`src/rtl/ttb_pkg.sv`:
```
package ttb_pkg;
  typedef enum logic [1:0] {
    SL_EMPTY = 2'd0,
    SL_FULL  = 2'd1,
    SL_BUSY  = 2'd2,
    SL_READY = 2'd3
  } slot_st_t;

  typedef enum logic [1:0] {
    CS_NYET = 2'd0,
    CS_DONE = 2'd1,
    CS_ERR  = 2'd2
  } cs_code_t;
endpackage

```
`src/rtl/ttb_slot.sv`:
```
module ttb_slot
  import ttb_pkg::*;
#(
  parameter int EPW = 4,
  parameter int PW  = 8,
  parameter int RW  = 8
) (
  input  logic           clk,
  input  logic           rst_n,
  input  logic           fill_i,
  input  logic [EPW-1:0] ep_i,
  input  logic [PW-1:0]  pl_i,
  input  logic           issue_i,
  input  logic           done_i,
  input  logic [RW-1:0]  res_i,
  input  logic           free_i,
  input  logic           clr_i,
  output logic [1:0]     st_o,
  output logic [EPW-1:0] ep_o,
  output logic [PW-1:0]  pl_o,
  output logic [RW-1:0]  res_o
);
  slot_st_t       st_q;
  logic [EPW-1:0] ep_q;
  logic [PW-1:0]  pl_q;
  logic [RW-1:0]  res_q;

  // clear and free win over every other update
  always_ff @(posedge clk) begin
    if (!rst_n) begin
      st_q  <= SL_EMPTY;
      ep_q  <= '0;
      pl_q  <= '0;
      res_q <= '0;
    end else if (clr_i || free_i) begin
      st_q <= SL_EMPTY;
    end else if (fill_i && st_q == SL_EMPTY) begin
      st_q <= SL_FULL;
      ep_q <= ep_i;
      pl_q <= pl_i;
    end else if (issue_i && st_q == SL_FULL) begin
      st_q <= SL_BUSY;
    end else if (done_i && st_q == SL_BUSY) begin
      st_q  <= SL_READY;
      res_q <= res_i;
    end
  end

  assign st_o  = st_q;
  assign ep_o  = ep_q;
  assign pl_o  = pl_q;
  assign res_o = res_q;

  AST_READY_FROM_BUSY: assert property (@(posedge clk) disable iff (!rst_n)
    $rose(st_q == SL_READY) |-> $past(st_q) == SL_BUSY);
  AST_BUSY_FROM_FULL: assert property (@(posedge clk) disable iff (!rst_n)
    $rose(st_q == SL_BUSY) |-> $past(st_q) == SL_FULL);
endmodule

```
`src/rtl/ttb_age.sv`:
```
module ttb_age #(
  parameter int N = 3
) (
  input  logic         clk,
  input  logic         rst_n,
  input  logic [N-1:0] fill_i,
  input  logic [N-1:0] full_i,
  output logic [N-1:0] pick_o
);
  // older[j][i] set: buffer j was filled before buffer i
  logic [N-1:0][N-1:0] older;
  logic [N-1:0]        blk;

  always_ff @(posedge clk) begin
    if (!rst_n) begin
      older <= '0;
    end else begin
      for (int i = 0; i < N; i++) begin
        if (fill_i[i]) begin
          for (int j = 0; j < N; j++) begin
            if (j != i) begin
              older[i][j] <= 1'b0;
              older[j][i] <= 1'b1;
            end
          end
        end
      end
    end
  end

  always_comb begin
    for (int i = 0; i < N; i++) begin
      blk[i] = 1'b0;
      for (int j = 0; j < N; j++) begin
        if (j != i && full_i[j] && older[j][i]) blk[i] = 1'b1;
      end
      pick_o[i] = full_i[i] && !blk[i];
    end
  end

  AST_ONE_PICK: assert property (@(posedge clk) disable iff (!rst_n)
    $onehot0(pick_o));
  AST_PICK_WHEN_FULL: assert property (@(posedge clk) disable iff (!rst_n)
    (|full_i) |-> (|pick_o));
  AST_FILL_SINGLE: assert property (@(posedge clk) disable iff (!rst_n)
    $onehot0(fill_i));
endmodule

```
`src/rtl/tt_bulk_pool.sv`:
```
module tt_bulk_pool
  import ttb_pkg::*;
#(
  parameter int NBUF = 3,
  parameter int EPW  = 4,
  parameter int PW   = 8,
  parameter int RW   = 8
) (
  input  logic              clk,
  input  logic              rst_n,
  input  logic              ss_valid,
  input  logic [EPW-1:0]    ss_ep,
  input  logic [PW-1:0]     ss_pl,
  output logic              ss_rsp_valid,
  output logic              ss_rsp_ack,
  input  logic              cs_valid,
  input  logic [EPW-1:0]    cs_ep,
  output logic              cs_rsp_valid,
  output logic [1:0]        cs_rsp_code,
  output logic [RW-1:0]     cs_rsp_res,
  input  logic              clr_valid,
  input  logic [EPW-1:0]    clr_ep,
  output logic              dn_valid,
  input  logic              dn_ready,
  output logic [EPW-1:0]    dn_ep,
  output logic [PW-1:0]     dn_pl,
  input  logic              res_valid,
  input  logic [RW-1:0]     res_data,
  output logic [2*NBUF-1:0] buf_state
);
  localparam int IW = (NBUF > 1) ? $clog2(NBUF) : 1;

  logic [1:0]     st_w  [NBUF];
  logic [EPW-1:0] ep_w  [NBUF];
  logic [PW-1:0]  pl_w  [NBUF];
  logic [RW-1:0]  res_w [NBUF];

  logic [NBUF-1:0] occ, empty_v, full_v, busy_v;
  logic [NBUF-1:0] ss_hit, cs_hit, clr_hit;
  logic [NBUF-1:0] fill_v, issue_v, done_v, free_v, pick_v;

  logic          has_free, cs_match;
  logic [IW-1:0] free_idx, cs_idx, pick_idx, act_idx;
  logic          act_on;
  cs_code_t      cs_code_d;

  genvar g;
  generate
    for (g = 0; g < NBUF; g++) begin : g_slot
      assign occ[g]     = st_w[g] != SL_EMPTY;
      assign empty_v[g] = st_w[g] == SL_EMPTY;
      assign full_v[g]  = st_w[g] == SL_FULL;
      assign busy_v[g]  = st_w[g] == SL_BUSY;
      assign ss_hit[g]  = occ[g] && ep_w[g] == ss_ep;
      assign cs_hit[g]  = occ[g] && ep_w[g] == cs_ep;
      assign clr_hit[g] = clr_valid && occ[g] && ep_w[g] == clr_ep;
      assign fill_v[g]  = ss_valid && !(|ss_hit) && has_free && free_idx == IW'(g);
      assign issue_v[g] = pick_v[g] && dn_valid && dn_ready;
      assign done_v[g]  = res_valid && act_on && act_idx == IW'(g) && busy_v[g];
      assign free_v[g]  = cs_valid && cs_hit[g] && st_w[g] == SL_READY;
      assign buf_state[2*g +: 2] = st_w[g];

      ttb_slot #(.EPW(EPW), .PW(PW), .RW(RW)) u_slot (
        .clk     (clk),
        .rst_n   (rst_n),
        .fill_i  (fill_v[g]),
        .ep_i    (ss_ep),
        .pl_i    (ss_pl),
        .issue_i (issue_v[g]),
        .done_i  (done_v[g]),
        .res_i   (res_data),
        .free_i  (free_v[g]),
        .clr_i   (clr_hit[g]),
        .st_o    (st_w[g]),
        .ep_o    (ep_w[g]),
        .pl_o    (pl_w[g]),
        .res_o   (res_w[g])
      );
    end
  endgenerate

  ttb_age #(.N(NBUF)) u_age (
    .clk    (clk),
    .rst_n  (rst_n),
    .fill_i (fill_v),
    .full_i (full_v),
    .pick_o (pick_v)
  );

  // lowest-numbered empty buffer
  always_comb begin
    has_free = 1'b0;
    free_idx = '0;
    for (int i = NBUF - 1; i >= 0; i--) begin
      if (empty_v[i]) begin
        has_free = 1'b1;
        free_idx = IW'(i);
      end
    end
  end

  always_comb begin
    cs_match = |cs_hit;
    cs_idx   = '0;
    pick_idx = '0;
    for (int i = 0; i < NBUF; i++) begin
      if (cs_hit[i]) cs_idx = IW'(i);
      if (pick_v[i]) pick_idx = IW'(i);
    end
    if (!cs_match)                      cs_code_d = CS_ERR;
    else if (st_w[cs_idx] == SL_READY)  cs_code_d = CS_DONE;
    else                                cs_code_d = CS_NYET;
  end

  assign dn_valid = !act_on && (|pick_v);
  assign dn_ep    = ep_w[pick_idx];
  assign dn_pl    = pl_w[pick_idx];

  always_ff @(posedge clk) begin
    if (!rst_n) begin
      act_on  <= 1'b0;
      act_idx <= '0;
    end else if (dn_valid && dn_ready) begin
      act_on  <= 1'b1;
      act_idx <= pick_idx;
    end else if (res_valid) begin
      act_on  <= 1'b0;
    end
  end

  always_ff @(posedge clk) begin
    if (!rst_n) begin
      ss_rsp_valid <= 1'b0;
      ss_rsp_ack   <= 1'b0;
      cs_rsp_valid <= 1'b0;
      cs_rsp_code  <= 2'd0;
      cs_rsp_res   <= '0;
    end else begin
      ss_rsp_valid <= ss_valid;
      ss_rsp_ack   <= ss_valid && ((|ss_hit) || has_free);
      cs_rsp_valid <= cs_valid;
      cs_rsp_code  <= cs_valid ? cs_code_d : CS_NYET;
      cs_rsp_res   <= (cs_valid && cs_code_d == CS_DONE) ? res_w[cs_idx] : '0;
    end
  end

  AST_SINGLE_FLIGHT: assert property (@(posedge clk) disable iff (!rst_n)
    $onehot0(busy_v));
  AST_NO_OFFER_IN_FLIGHT: assert property (@(posedge clk) disable iff (!rst_n)
    act_on |-> !dn_valid);
  AST_OFFER_HOLD: assert property (@(posedge clk) disable iff (!rst_n)
    (dn_valid && !dn_ready && !clr_valid) |=> (dn_valid && $stable(dn_ep) && $stable(dn_pl)));
  AST_NAK_WHEN_NONE: assert property (@(posedge clk) disable iff (!rst_n)
    (ss_valid && !(|ss_hit) && !(|empty_v)) |=> (ss_rsp_valid && !ss_rsp_ack));
  AST_TAG_UNIQUE: assert property (@(posedge clk) disable iff (!rst_n)
    $onehot0(cs_hit));
  AST_ERR_ON_MISS: assert property (@(posedge clk) disable iff (!rst_n)
    (cs_valid && !(|cs_hit)) |=> (cs_rsp_valid && cs_rsp_code == 2'd2));
endmodule

```
`config.mk`:
```
export PLATFORM = sky130hd
export DESIGN_NAME = tt_bulk_pool
export DESIGN_NICKNAME = d
export VERILOG_FILES = /design/src/rtl/ttb_pkg.sv /design/src/rtl/ttb_slot.sv /design/src/rtl/ttb_age.sv /design/src/rtl/tt_bulk_pool.sv
export SDC_FILE = /design/constraint.sdc
export NUM_CORES = 1
export LEC_CHECK = 0
export BUFFER_PORTS_ARGS = -buffer_cell sky130_fd_sc_hd__buf_2
export CAP_MARGIN = 20
export CELL_PAD_IN_SITES_DETAIL_PLACEMENT = 1
export CELL_PAD_IN_SITES_GLOBAL_PLACEMENT = 1
export CORE_UTILIZATION = 28
export DETAILED_ROUTE_END_ITERATION = 10
export PLACE_DENSITY_LB_ADDON = 0.1
export SYNTH_ARGS = -nofsm -noshare
export SYNTH_HDL_FRONTEND = slang
export SYNTH_HIERARCHICAL = 1
export SYNTH_SLANG_ARGS = --single-unit
export TNS_END_PERCENT = 10
```
`constraint.sdc`:
```
create_clock -name clk -period 3.2 [get_ports clk]
set_input_delay 0.32 -clock clk [delete_from_list [all_inputs] [get_ports clk]]
set_output_delay 0.32 -clock clk [all_outputs]
set_load 0.01 [all_outputs]
```
Yosys cells after proc, flatten, opt, wreduce, memory -nomap -nowiden
Index checks and enable logic that the tools add are counted.
{"block": "totals", "ff_bits": 88, "latch_bits": 0, "ram_bits": 0, "rom_bits": 0, "inputBits": 35, "output_inout_bits": 32, "word_cells": 216, "mem_count": 0}
{"block": "classes", "add_sub_neg": 0, "n_mul": 0, "n_div": 0, "order_cmp": 2, "eq_ne": 24, "shift": 0, "mux": 46, "bitwise": 12, "reduce_logical": 104}
{"op": "$logic_and A1 B1 Y1", "n": 58}
{"op": "$eq A4 B4 Y1", "n": 9}
{"op": "$bmux W8 S2", "n": 2}
{"op": "$mux W8", "n": 4}
{"op": "$mux W2", "n": 15}
{"op": "$mux W1", "n": 21}
{"op": "$reduce_bool A2 Y1", "n": 10}
{"op": "$eq A2 B2 Y1 const B", "n": 9}
{"op": "$reduce_or A3 Y1", "n": 6}
{"op": "$eq A2 B1 Y1 const B", "n": 6}
{"op": "$reduce_and A4 Y1", "n": 3}
{"op": "$logic_not A2 Y1", "n": 5}
{"op": "$not A1 Y1", "n": 10}
{"op": "$reduce_and A2 Y1", "n": 5}
{"op": "$reduce_or A2 Y1", "n": 5}
{"op": "$reduce_bool A3 Y1", "n": 3}
{"op": "$bmux W4 S2", "n": 1}
{"op": "$mux W4", "n": 2}
{"op": "$ge A3 B3 Y1 const B", "n": 2}
{"op": "$not A2 Y3", "n": 2}
{"op": "$logic_not A1 Y1", "n": 5}
{"op": "$bmux W2 S2", "n": 1}
{"op": "$logic_or A1 B1 Y1", "n": 4}

Depth between registers and ports, before layout
Gate-level depths: netlist of the first run.
{"block": "logic_depth", "depth_word": 14, "depth_mapped": 9, "depth_no_buf": 8}

By module
The synthesis of the first run kept the hierarchy.
{"mod": "ttb_slot", "instances": 3, "cells_per_inst": 99, "area_per_inst_um2": 907.1}
{"mod": "tt_bulk_pool", "instances": 1, "cells_per_inst": 187, "area_per_inst_um2": 1520.2}
{"mod": "ttb_age", "instances": 1, "cells_per_inst": 25, "area_per_inst_um2": 236.5}

Least setup slack after synthesis of the first run
OpenSTA, ideal clock, no wires.
{"block": "synth_timing", "path_kind": "reg2reg", "startpoint": "register g_slot[1].u_slot.st_q[0]", "endpoint": "register g_slot[2].u_slot.ep_q[2]", "setup_ps": 72, "arrival_ps": 2271, "required_ps": 3128, "slack_ps": 857, "stages_incl_launch_ff": 9, "synth_period_minus_slack_ps": 2343, "cell_sequence": "dfxtp_1 or2_2 buf_1 nand3_1 nand4_1 nor4b_1 and4bb_4 buf_12 mux2i_1"}
{"block": "synth_between", "elab_chain_len": 9, "elab_cells_between_ends": 15}
{"element": "start, declared", "line_no": "ttb_slot.sv:23", "source": "slot_st_t st_q;"}
{"element": "start signal, assigned", "line_no": "ttb_slot.sv:31", "source": "st_q <= SL_EMPTY;"}
{"element": "start signal, assigned", "line_no": "ttb_slot.sv:36", "source": "st_q <= SL_EMPTY;"}
{"element": "start signal, assigned", "line_no": "ttb_slot.sv:38", "source": "st_q <= SL_FULL;"}
{"element": "$reduce_bool A2 Y1", "line_no": "tt_bulk_pool.sv:50", "source": "assign occ[g] = st_w[g] != SL_EMPTY;"}
{"element": "$logic_and A1 B1 Y1", "line_no": "tt_bulk_pool.sv:54", "source": "assign ss_hit[g] = occ[g] && ep_w[g] == ss_ep;"}
{"element": "$reduce_or A3 Y1", "line_no": "tt_bulk_pool.sv:57", "source": "assign fill_v[g] = ss_valid && !(|ss_hit) && has_free && free_idx == IW'(g);"}
{"element": "$logic_not A1 Y1", "line_no": "tt_bulk_pool.sv:57"}
{"element": "$logic_and A1 B1 Y1 (2 in series)", "line_no": "tt_bulk_pool.sv:57"}
{"element": "$logic_and A1 B1 Y1 (*)", "line_no": "tt_bulk_pool.sv:57"}
{"element": "net fill_v[2]", "line_no": "tt_bulk_pool.sv:40", "source": "logic [NBUF-1:0] fill_v, issue_v, done_v, free_v, pick_v;"}
{"element": "$logic_and A1 B1 Y1 (*)", "line_no": "ttb_slot.sv:37", "source": "end else if (fill_i && st_q == SL_EMPTY) begin"}
{"element": "$reduce_and A2 Y1 (no line) (*)"}
{"element": "end signal, assigned", "line_no": "ttb_slot.sv:39", "source": "ep_q <= ep_i;"}
{"element": "end, declared", "line_no": "ttb_slot.sv:24", "source": "logic [EPW-1:0] ep_q;"}
The timed path passes the listed nets; every way through them passes the cells marked *.
A chain may end at the register's enable or synchronous reset.

Worst setup path after layout of the first run
{"block": "layout_timing", "startpoint": "register g_slot[1].u_slot.st_q[0]", "endpoint": "output port dn_ep[1]"}
{"block": "layout_between", "elab_cells_between_ends": 12}
{"element": "$eq A2 B1 Y1", "line_no": "tt_bulk_pool.sv:52", "source": "assign full_v[g] = st_w[g] == SL_FULL;"}
{"element": "net full_v[1]", "line_no": "tt_bulk_pool.sv:38", "source": "logic [NBUF-1:0] occ, empty_v, full_v, busy_v;"}
{"element": "$logic_and A1 B1 Y1", "line_no": "ttb_age.sv:37", "source": "pick_o[i] = full_i[i] && !blk[i];"}
{"element": "net pick_v[1]", "line_no": "tt_bulk_pool.sv:40"}
{"element": "$mux W1", "line_no": "tt_bulk_pool.sv:108", "source": "if (pick_v[i]) pick_idx = IW'(i);"}
{"element": "$mux W2", "line_no": "tt_bulk_pool.sv:108"}
{"element": "$not A2 Y3 (not written as such)", "line_no": "tt_bulk_pool.sv:116", "source": "assign dn_ep = ep_w[pick_idx];"}
{"element": "$bmux W4 S2", "line_no": "tt_bulk_pool.sv:116"}
{"element": "$mux W4 (not written as such) (2 in series)", "line_no": "tt_bulk_pool.sv:116"}
{"element": "end, declared", "line_no": "tt_bulk_pool.sv:25", "source": "output logic [EPW-1:0] dn_ep,"}
The timed path passes the listed nets, and every way through them passes these cells. The select of a mux whose other input is x is not followed.

==> flow_summary_export.csv, run 1 <==
group,metric,value,unit
die,ios,67,
finish,final_util,0.3422,
clock_tree,cts_buffers,9,
clock_tree,cts_tree,"yes",
die,die_x,128.5,microns
clock_tree,clkLatencyLatePin,360,ps
critical_path,crit_chain,"nor2b_1 -> inv_1 -> a221oi_2 -> buf_4 -> mux2i_1 -> o21ai_0 -> buf_2",
synthesis,synth_edf_count,0,
clock_tree,clock-sinks,88,
global_routing,antenna_found_initial,0,
die,initial_utilization,0.2903,
sta,period_share,0.8889,
critical_path,arrival,2520,ps
finish,stdcell_count,781,
route,first_pass_iters,4,
placed_design,dp.cells,765,
pwr,power_leakage,2.030,nW
critical_path,path_class,"register to primary output",
sta,drv_slew,0,
synthesis,async_reset_ff_frac,0,
placed_design,routabilityCongestion,0.7558,
global_routing,overflow,0,
outcome,status,"finished, final reports clean",
hold_path,hp-class,"input pin to register",
critical_path,cp-endpoint,"dn_ep[1]",
pwr,powerDensity,506.3,mW/mm^2
critical_path,worst-path-stages,7,
clock_tree,path_clk_slew,70,ps
synthesis,yosys-top-cells-count,"nand2_1 (147), dfxtp_1 (88), mux2i_1 (80), nor2_1 (24), xnor2_1 (23)",
sta,fmax,351.6,MHz
route,postRouteAntennaNets,0,
route,drc_errors,0,
sta,maxSlewHeadroom,0.3830,
synthesis,synth_seq_area_share,0.3934,
critical_path,cpPeakStageDelay,410,ps
placed_design,port_buffers,66,
critical_path,path_max_fanout,12,
synthesis,synthCells,509,
synthesis,synth_flop_cell,"dfxtp_1",
critical_path,reg2regPathDepth,7,
route,routed-via-count,3708,
synthesis,synth_top_cell_area_share,0.3934,
die,core_region_area,0.01543,sq mm
sta,holdWs,219.3,ps
synthesis,yosysWarnings,6,
die,die_y,128.5,microns
clock_tree,post_cts_buffers,0,
clock_tree,clockBufferDepth,2,
die,rows,45,
critical_path,startpoint,"g_slot[1].u_slot/st_o[0]",
pwr,finalPower,2.673,mW
finish,drive_above_1_share,0.1807,
route,drt_iter0_markers,202,
synthesis,synth_nets,544,
synthesis,yosys.area.top_type,"dfxtp_1",
sta,setup_violations,0,
pwr,vdd_drop_max,0.0002426,V
finish,area_growth,17.88,%
route,wl_per_cell,16.44,microns
global_routing,grt_max_degree,97,
sta,period_minus_slack,2844,ps
synthesis,synth.most_common_cell,"nand2_1",
critical_path,cp_data_required_time,2880,ps
job,cap_violations,0,
critical_path,slowest_stage,"dfxtp_1",
critical_path,cp-start-kind,"register",
finish,antenna_cells,0,
global_routing,grt_pass1_vias,3703,
critical_path,rr_endpoint,"g_slot[0].u_slot/ep_o[0]",
clock_tree,h-tree-depth,3,
synthesis,synth.cell_area,0.004478,sq mm
finish,nets,600,
synthesis,synth-seq-cells,88,
critical_path,rr_startpoint,"g_slot[0].u_slot/st_o[0]",
sta,final-hold-violation-count,0,
clock_tree,clockRootBuffer,"clkbuf_16",
clock_tree,cts.repair.resized,0,
placed_design,dp_hpwl,8.992,mm
sta,tns,0,ps
clock_tree,postCtsHoldBufs,0,
die,die-area,0.01650,sq mm
critical_path,cpLargestDelayFamily,"buffers and inverters",
sta,tightest_slew,925.5,ps
route,routed_wl,12.84,mm
global_routing,grt_first_pass_wirelength,20.35,mm
synthesis,ys_types,48,
critical_path,worstSetupEndpointType,"primary output",
global_routing,track_usage,0.1649,
sta,finClkSkew,11.25,ps
critical_path,r2r_setup_slack,570,ps
sta,rsz0062_at_grt,"no",
synthesis,synth_area_leaders,"dfxtp_1 (39%), mux2i_1 (18%), nand2_1 (12%)",
critical_path,crit_buf_inv,3,
synthesis,synth.avg_cell_area,8.798,sq um
route,viasPerCell,4.748,
==> worst reg2reg max path, delay by kind of cell, from the launching register on <==
family / cells / cell delay [ps]
and+or+nand+nor: 6 / 1890
DFF: 1 / 440
muxes: 1 / 230
==> where the power goes <==
group | switching, mW | internal [mW] | total (mW)
Sequential | 0.0394 | 1.13 | 1.17
Clock | 0.485 | 0.689 | 1.17
Combinational | 0.191 | 0.137 | 0.328
==> cells in the final DEF, fill, tap and decap left out, drive strengths merged, types with 3 or more instances in the layout <==
| master | netlist | layout |
|---|---|---|
| nand2 | 148 | 148 |
| dfxtp | 88 | 88 |
| mux2i | 80 | 80 |
| buf | 21 | 73 |
| nor2 | 25 | 25 |
| xnor2 | 23 | 23 |
| o21ai | 17 | 17 |
| xor2 | 14 | 14 |
| clkbuf | 7 | 10 |
| nor3 | 8 | 8 |
| nor2b | 8 | 8 |
| a21oi | 8 | 8 |
| o32ai | 7 | 7 |
| inv | 4 | 5 |
| nand4 | 5 | 5 |
| nand3 | 4 | 4 |
| and3 | 4 | 4 |
| nor4b | 3 | 3 |
| and4bb | 3 | 3 |
| a211o | 3 | 3 |
| and4b | 3 | 3 |
| o21a | 3 | 3 |
| and2 | 3 | 3 |
| a221oi | 3 | 3 |
==> how the worst min path moves through the flow <==
stage | startpoint | endpoint | slack [ps] | cells past startpoint
detailed placement | g_slot[1].u_slot/res_o[0] | g_slot[1].u_slot/res_o[0] | 450 | 2
global route | res_data[2] | g_slot[2].u_slot/res_o[2] | 220 | 3
CTS | res_data[2] | g_slot[2].u_slot/res_o[2] | 220 | 3
floorplan | g_slot[0].u_slot/pl_o[0] | g_slot[0].u_slot/pl_o[0] | 430 | 2
global placement | g_slot[2].u_slot/pl_o[0] | g_slot[2].u_slot/pl_o[0] | 440 | 2
finish | res_data[2] | g_slot[2].u_slot/res_o[2] | 220 | 3
==> routing by layer <==
| metal | vias up | global-route usage | part of all wire |
|---|---|---|---|
| li1 | 1845 | - | - |
| met1 | 1791 | 0.2141 | 0.48 |
| met2 | 60 | 0.2744 | 0.48 |
| met3 | 12 | 0.02412 | 0.030 |
| met4 | 0 | 0.06644 | 0.016 |
| met5 | - | 0 | 0 |
==> sequential cells by signal (all words and copies together), names as in the netlist <==
name and cells:
g_slot.u_slot/ep_o 12, cs_rsp_code 2, g_slot.u_slot/res_o 24, act_idx 2
cs_rsp_res 8, cs_rsp_valid 1, ss_rsp_valid 1, g_slot.u_slot/pl_o 24
act_on 1, g_slot.u_slot/st_o 6, u_age/older 6, ss_rsp_ack 1
==> area by class of cell <==
cell class                 count  area (sq um)
timing repair buffer          73         385.4
fill                        1865         10150
clock inverter                 6         92.59
sequential                    88          1762
clock buffer                  10         229.0
tap                          211         264.0
multi-input combinational    389          2531
inverter                       4         15.01
==> logic make-up after synthesis <==
family	synth area share
AND/OR/NAND/NOR	0.2369
flip-flops	0.3934
multiplexers	0.1788
AO/OA/AOI/OAI	0.07433
XOR/XNOR	0.07237
buffers and inverters	0.04415
==> per-stage QoR <==
| stage | area, sq um | setup WS [ps] |
|---|---|---|
| 2_1_floorplan | 4478 | 857.2 |
| 3_3_place_gp | 4957 | 642.8 |
| 3_5_place_dp | 4957 | 556.4 |
| 4_1_cts | 5279 | 272.1 |
| 5_1_grt | 5279 | 204.5 |
| 6_report | 5279 | 355.6 |
No activity file was read; power rests on OpenSTA's default activity.
==> run 2: changes to the inputs <==
- SYNTH_HIERARCHICAL: 1 -> default
==> run 2 against run 1 <==
The flow now finishes with violations (DRC). Worst hold slack gained 57 ps. Design area is 5.1% lower. Global-route usage fell by 0.13 points. Combinational power about the same. Cell count shrank 9.6%. Routed wire length fell by 5.3%.
==> flow_summary_export.csv, run 2 <==
group,metric,value,unit
die,rows,44,
pwr,power_leakage,2.036,nW
sta,maxSlewHeadroom,0.4545,
die,ios,67,
route,wl_per_cell,17.22,microns
die,die_y,125.5,microns
clock_tree,post_cts_buffers,0,
sta,period_share,0.8256,
finish,antenna_cells,0,
finish,final_cell_mix,"nand2_1 (93), dfxtp_1 (88), mux2i_1 (68)",
global_routing,overflow,0,
synthesis,yosys.area.top_type,"dfxtp_1",
sta,drv_slew,0,
route,postRouteAntennaNets,0,
finish,drive_above_1_share,0.2126,
clock_tree,clock-sinks,88,
clock_tree,clockRootBuffer,"clkbuf_16",
critical_path,rr_startpoint,"g_slot[2].u_slot.ep_o[1]",
sta,setup_violations,0,
outcome,failed_checks,"DRC",
route,drt_iter0_markers,136,
hold_path,min-delay-start,"ss_pl[4]",
placed_design,routabilityCongestion,0.8409,
synthesis,synth_flop_cell,"dfxtp_1",
global_routing,grt_pass1_vias,3547,
synthesis,synth_edf_count,0,
pwr,powerDensity,530.5,mW/mm^2
critical_path,path_max_fanout,28,
route,routed_wl,12.16,mm
finish,fill_cells,1720,
synthesis,synth_seq_area_share,0.4125,
synthesis,synth.most_common_cell,"nand2_1",
route,viasPerCell,4.881,
sta,fmax,378.5,MHz
finish,area_growth,17.32,%
synthesis,synth_area_leaders,"dfxtp_1 (41%), mux2i_1 (16%), nand2_1 (8.2%)",
critical_path,arrival,2320,ps
sta,tns,0,ps
global_routing,antenna_found_initial,0,
critical_path,path_class,"register to primary output",
critical_path,r2r_setup_slack,1020,ps
synthesis,synth-seq-cells,88,
global_routing,grt_max_degree,36,
outcome,status,"complete, but fails checks",
synthesis,synthCells,469,
synthesis,yosysWarnings,0,
synthesis,synth.cell_area,0.004270,sq mm
sta,final-hold-violation-count,0,
clock_tree,cts.repair.resized,0,
placed_design,port_buffers,66,
critical_path,rr_endpoint,"u_age.older[1]",
finish,mostFrequentLayoutCell,"nand2_1",
pwr,vdd_drop_max,0.0002080,V
synthesis,synth_nets,504,
synthesis,async_reset_ff_frac,0,
critical_path,reg2regPathDepth,5,
hold_path,timing.hold.worst_path_depth,3,
finish,nets,553,
route,first_pass_iters,7,
die,die_x,125.5,microns
die,die-area,0.01575,sq mm
clock_tree,h-tree-depth,3,
synthesis,synth_top_cell_area_share,0.4125,
finish,final_area,0.005010,sq mm
critical_path,cp-start-kind,"register",
sta,rsz0062_at_grt,"no",
hold_path,min_to,"g_slot[2].u_slot.pl_o[4]",
clock_tree,postCtsHoldBufs,0,
global_routing,track_usage,0.1636,
die,initial_utilization,0.2905,
placed_design,placed_area,0.004688,sq mm
placed_design,dp_hpwl,8.856,mm
clock_tree,cts_buffers,9,
synthesis,ys_types,57,
clock_tree,path_clk_slew,60,ps
route,drc_errors,7,
synthesis,yosys-top-cells-count,"nand2_1 (93), dfxtp_1 (88), mux2i_1 (68), xnor2_1 (25), nor2_1 (21)",
clock_tree,clkLatencyLatePin,340,ps
route,routed-via-count,3446,
die,core_region_area,0.01470,sq mm
sta,period_minus_slack,2642,ps
critical_path,cp_data_required_time,2880,ps
clock_tree,clockBufferDepth,2,
hold_path,hp-class,"input pin to register",
job,cap_violations,0,
global_routing,grt_first_pass_wirelength,19.88,mm
sta,finClkSkew,7.286,ps
synthesis,synth.avg_cell_area,9.105,sq um
clock_tree,cts_tree,"yes",
sta,tightest_slew,818.2,ps
critical_path,worstSetupEndpointType,"primary output",
==> run 2: cells by family after synthesis <==
| logic type | count (synthesis) | synth area share |
|---|---|---|
| xor gates and xnor gates | 36 | 0.07383 |
| buffers and inverters | 41 | 0.05010 |
| AOI/OAI and AO/OA | 67 | 0.1193 |
| muxes | 68 | 0.1594 |
| and+or+nand+nor | 169 | 0.1849 |
| DFF | 88 | 0.4125 |
==> run 2: metal layers <==
layer,track usage,share of wire
met5,0,0
met2,0.2644,0.46
met1,0.2187,0.49
met4,0.06743,0.019
met3,0.02225,0.032
==> run 2: how the worst max path moves through the flow <==
stage / end / startpoint / slack [ps]
after floorplan: dn_ep[3] / g_slot[2].u_slot.st_o[0] / 1150
after CTS: dn_ep[2] / g_slot[2].u_slot.st_o[1] / 490
after global routing: dn_ep[2] / g_slot[2].u_slot.st_o[0] / 310
after detailed placement: dn_ep[2] / g_slot[2].u_slot.st_o[1] / 870
final: dn_valid / g_slot[2].u_slot.st_o[0] / 560
after global placement: dn_ep[2] / g_slot[2].u_slot.st_o[1] / 930
==> run 2: metrics by stage <==
stage | worst slack [ps] | power (mW) | hold slack, ps | cells | utilization
after floorplan | 1148 | 1.426 | 424.4 | 469 | -
after global placement | 926.0 | 1.537 | 442.2 | 691 | 0.3189
after detailed placement | 869.1 | 1.544 | 453.6 | 691 | 0.3189
after CTS | 492.1 | 2.707 | 269.8 | 706 | 0.3408
after global routing | 306.7 | 2.777 | 284.7 | 706 | 0.3408
final | 558.0 | 2.658 | 276.1 | 706 | 0.3408
==> run 2: worst max-delay path: stages (launching register included) <==
cell     delay (ps)
dfxtp_1         450
nor2b_1         430
o221a_2         670
nor3_1          180
nor2_1          120
buf_2           140
==> run 2: area by class of cell <==
| class | instances | area, sq um | share of cell area |
|---|---|---|---|
| clock buffer | 12 | 256.5 | 0.05120 |
| clock inverter | 3 | 65.06 | 0.01299 |
| inverter | 7 | 26.28 | 0.005245 |
| multi-input combinational | 340 | 2295 | 0.4580 |
| sequential | 88 | 1762 | 0.3516 |
| tap | 184 | 230.2 | 0.04595 |
| timing repair buffer | 72 | 375.4 | 0.07493 |
==> run 2: where the power goes <==
group          switching, mW  internal (mW)  leakage, nW
sequential            0.0475           1.14        0.714
combinational          0.193          0.135         1.16
clock                  0.424          0.722        0.159
total                  0.664           1.99         2.04
==> run 3: changes to the inputs <==
- ABC_AREA: default -> 1
- clock period: 3.2 -> 2.4 ns (I/O delays scaled with it)
==> run 3 against run 2 <==
Via count grew 37%. Synthesized cell count increased by 58%. The run now ends clean. Register-to-register slack worse by 550 ps. Non-clock buffer count up 5. Sequential share of layout area shrank 3.9 points. Cell count increased by 44%. Power increased by 44%. Global-route usage is 2.6 points higher. Clock skew about the same. Routed wire length is 30% higher.
==> flow_summary_export.csv, run 3 <==
group,metric,value,unit
outcome,status,"finished, final reports clean",
synthesis,ys_types,35,
sta,drv_slew,0,
synthesis,synth_mux_area_frac,0,
die,rows,47,
hold_path,hp-class,"input pin to register",
placed_design,pre_cts_slack,361.9,ps
critical_path,crit_buf_inv,4,
route,routed_wl,15.84,mm
clock_tree,postCtsHoldBufs,0,
die,die-area,0.01769,sq mm
clock_tree,clockRootBuffer,"clkbuf_16",
finish,multi_input_area,0.002539,sq mm
clock_tree,cts_buffers,9,
synthesis,synth-simple-area-share,0.4732,
job,cap_violations,0,
synthesis,synth_compound_area_frac,0.02422,
critical_path,rr_startpoint,"g_slot[2].u_slot.st_o[1]",
critical_path,crit_chain,"inv_2 -> nand3_1 -> nand3_2 -> inv_6 -> nor2_2 -> buf_6 -> nand2_1 -> o221ai_1 -> buf_2",
sta,fmax,445.8,MHz
critical_path,arrival,2000,ps
route,drt_iter0_markers,155,
synthesis,synth.most_common_cell,"nand2_1",
die,initial_utilization,0.2887,
critical_path,path_class,"register to primary output",
synthesis,synth-seq-cells,88,
synthesis,synth_area_leaders,"dfxtp_1 (37%), nand2_1 (16%), nor2_1 (14%)",
clock_tree,h-tree-depth,3,
global_routing,track_usage,0.1896,
route,postRouteAntennaNets,0,
global_routing,grt_first_pass_wirelength,25.86,mm
placed_design,dp_hpwl,11.70,mm
synthesis,synth_xor_xnor_area_share,0.03099,
pwr,finalPower,3.830,mW
global_routing,grt_pass1_vias,4756,
synthesis,synth_top_family_by_area,"simple AND/OR/NAND/NOR gates",
clock_tree,path_clk_slew,60,ps
critical_path,slowest_stage,"dfxtp_1",
global_routing,grt_max_degree,54,
critical_path,cpLargestDelayFamily,"buffers and inverters",
die,die_y,133.0,microns
placed_design,port_buffers,66,
global_routing,overflow,0,
finish,seqCellArea,0.001765,sq mm
hold_path,min-delay-start,"ss_valid",
clock_tree,clkLatencyLatePin,350,ps
synthesis,yosysWarnings,0,
critical_path,cp_data_required_time,2160,ps
sta,tns,0,ps
global_routing,antenna_found_initial,1,
synthesis,synth.cell_area,0.004805,sq mm
synthesis,async_reset_ff_frac,0,
synthesis,yosys-top-cells-count,"nand2_1 (199), nor2_1 (174), dfxtp_1 (88), inv_1 (67), nand4_1 (41)",
synthesis,synth_flop_cell,"dfxtp_1",
synthesis,synth_nets,774,
critical_path,startpoint,"g_slot[1].u_slot.st_o[1]",
sta,rsz0062_at_grt,"no",
critical_path,cp-start-kind,"register",
sta,final-hold-violation-count,0,
sta,period_share,0.9347,
synthesis,synth_top_cell_area_share,0.3667,
sta,maxSlewHeadroom,0.6668,
die,core_region_area,0.01664,sq mm
route,viasPerCell,4.626,
sta,period_minus_slack,2243,ps
synthesis,yosys.area.top_type,"dfxtp_1",
synthesis,synth_seq_area_share,0.3667,
sta,setup_violations,0,
finish,area_growth,17.47,%
finish,fill_cells,2189,
route,routed-via-count,4714,
finish,nets,831,
synthesis,synth.avg_cell_area,6.501,sq um
finish,final_cell_mix,"nand2_1 (199), nor2_1 (174), dfxtp_1 (85)",
sta,setup_ws,156.8,ps
finish,antenna_cells,0,
pwr,power_leakage,2.784,nW
finish,mostFrequentLayoutCell,"nand2_1",
sta,tightest_slew,498.6,ps
route,first_pass_iters,4,
placed_design,routabilityCongestion,0.8725,
critical_path,path_max_fanout,11,
die,die_x,133.0,microns
synthesis,synthCells,739,
die,ios,67,
pwr,powerDensity,678.5,mW/mm^2
clock_tree,clockBufferDepth,2,
clock_tree,cts_tree,"yes",
clock_tree,clock-sinks,88,
sta,finClkSkew,6.905,ps
synthesis,synth_fa_ha_area_frac,0,
finish,final_util,0.3391,
finish,drive_above_1_share,0.1965,
pwr,vdd_drop_max,0.0004864,V
route,wl_per_cell,15.54,microns
critical_path,cpPeakStageDelay,430,ps
synthesis,synth_edf_count,0,
critical_path,worstSetupEndpointType,"primary output",
route,drc_errors,0,
run 3: path summary, 6_finish.rpt:
| check | to | slack [ps] | depth (start not counted) |
|---|---|---|---|
| hold reg to reg | g_slot[1].u_slot.pl_o[6] | 480 | 2 |
| setup reg to reg | cs_rsp_res[2] | 470 | 11 |
| setup / recovery | dn_ep[1] | 160 | 9 |
| hold / removal | ss_rsp_valid | 120 | 3 |
run 3: timing repair:
item                                    in CTS  in global routing
resized for setup                            2                  5
cloned                                       0                  0
endpoints found under the setup margin      11                  5
setup buffers                                0                  0
run 3: worst reg2reg max path: cells and delay by family (launching register included):
kind / cells / cell delay, ps
simple gates: 8 / 970
flops: 1 / 460
buf+inv: 3 / 390
run 3: where the power goes:
part           switching (mW)  total, mW  internal [mW]  leakage [nW]
clock                   0.612       1.52          0.905         0.152
combinational           0.455      0.702          0.247          1.92
sequential             0.0734       1.61           1.54         0.717
run 3: metrics by stage:
step	cell area, sq um	cells	hold slack, ps
3_3_place_gp	5323	1005	465.1
3_5_place_dp	5323	1005	472.9
5_1_grt	5644	1019	141.9
6_report	5644	1019	120.3
2_1_floorplan	4805	739	351.2
4_1_cts	5634	1019	112.2
run 3: logic make-up (layout without fill, tap and decap cells):
logic type / Yosys count / count (layout)
AND/OR/NAND/NOR: 500 / 500
buffers and inverters: 113 / 173
flip-flops: 88 / 88
AO/OA/AOI/OAI: 21 / 21
XOR/XNOR: 17 / 17
run 3: final cells by class:
class | count | area share
multi-input cells | 538 | 0.4498
flip-flops and latches | 88 | 0.3128
well taps | 220 | 0.04877
clock inverters | 5 | 0.01463
repair buffers | 77 | 0.07825
clock buffers | 9 | 0.03990
inverters | 82 | 0.05586
run 3: routing by layer:
layer  wire (microns)  track usage  share of wire  vias up
met5               12            0        0.00076        -
met4              246      0.06960          0.016        2
met3              637      0.02682          0.040       13
met2             7225       0.3051           0.46       79
met1             7713       0.2565           0.49     2214
li1                 -            -              -     2406
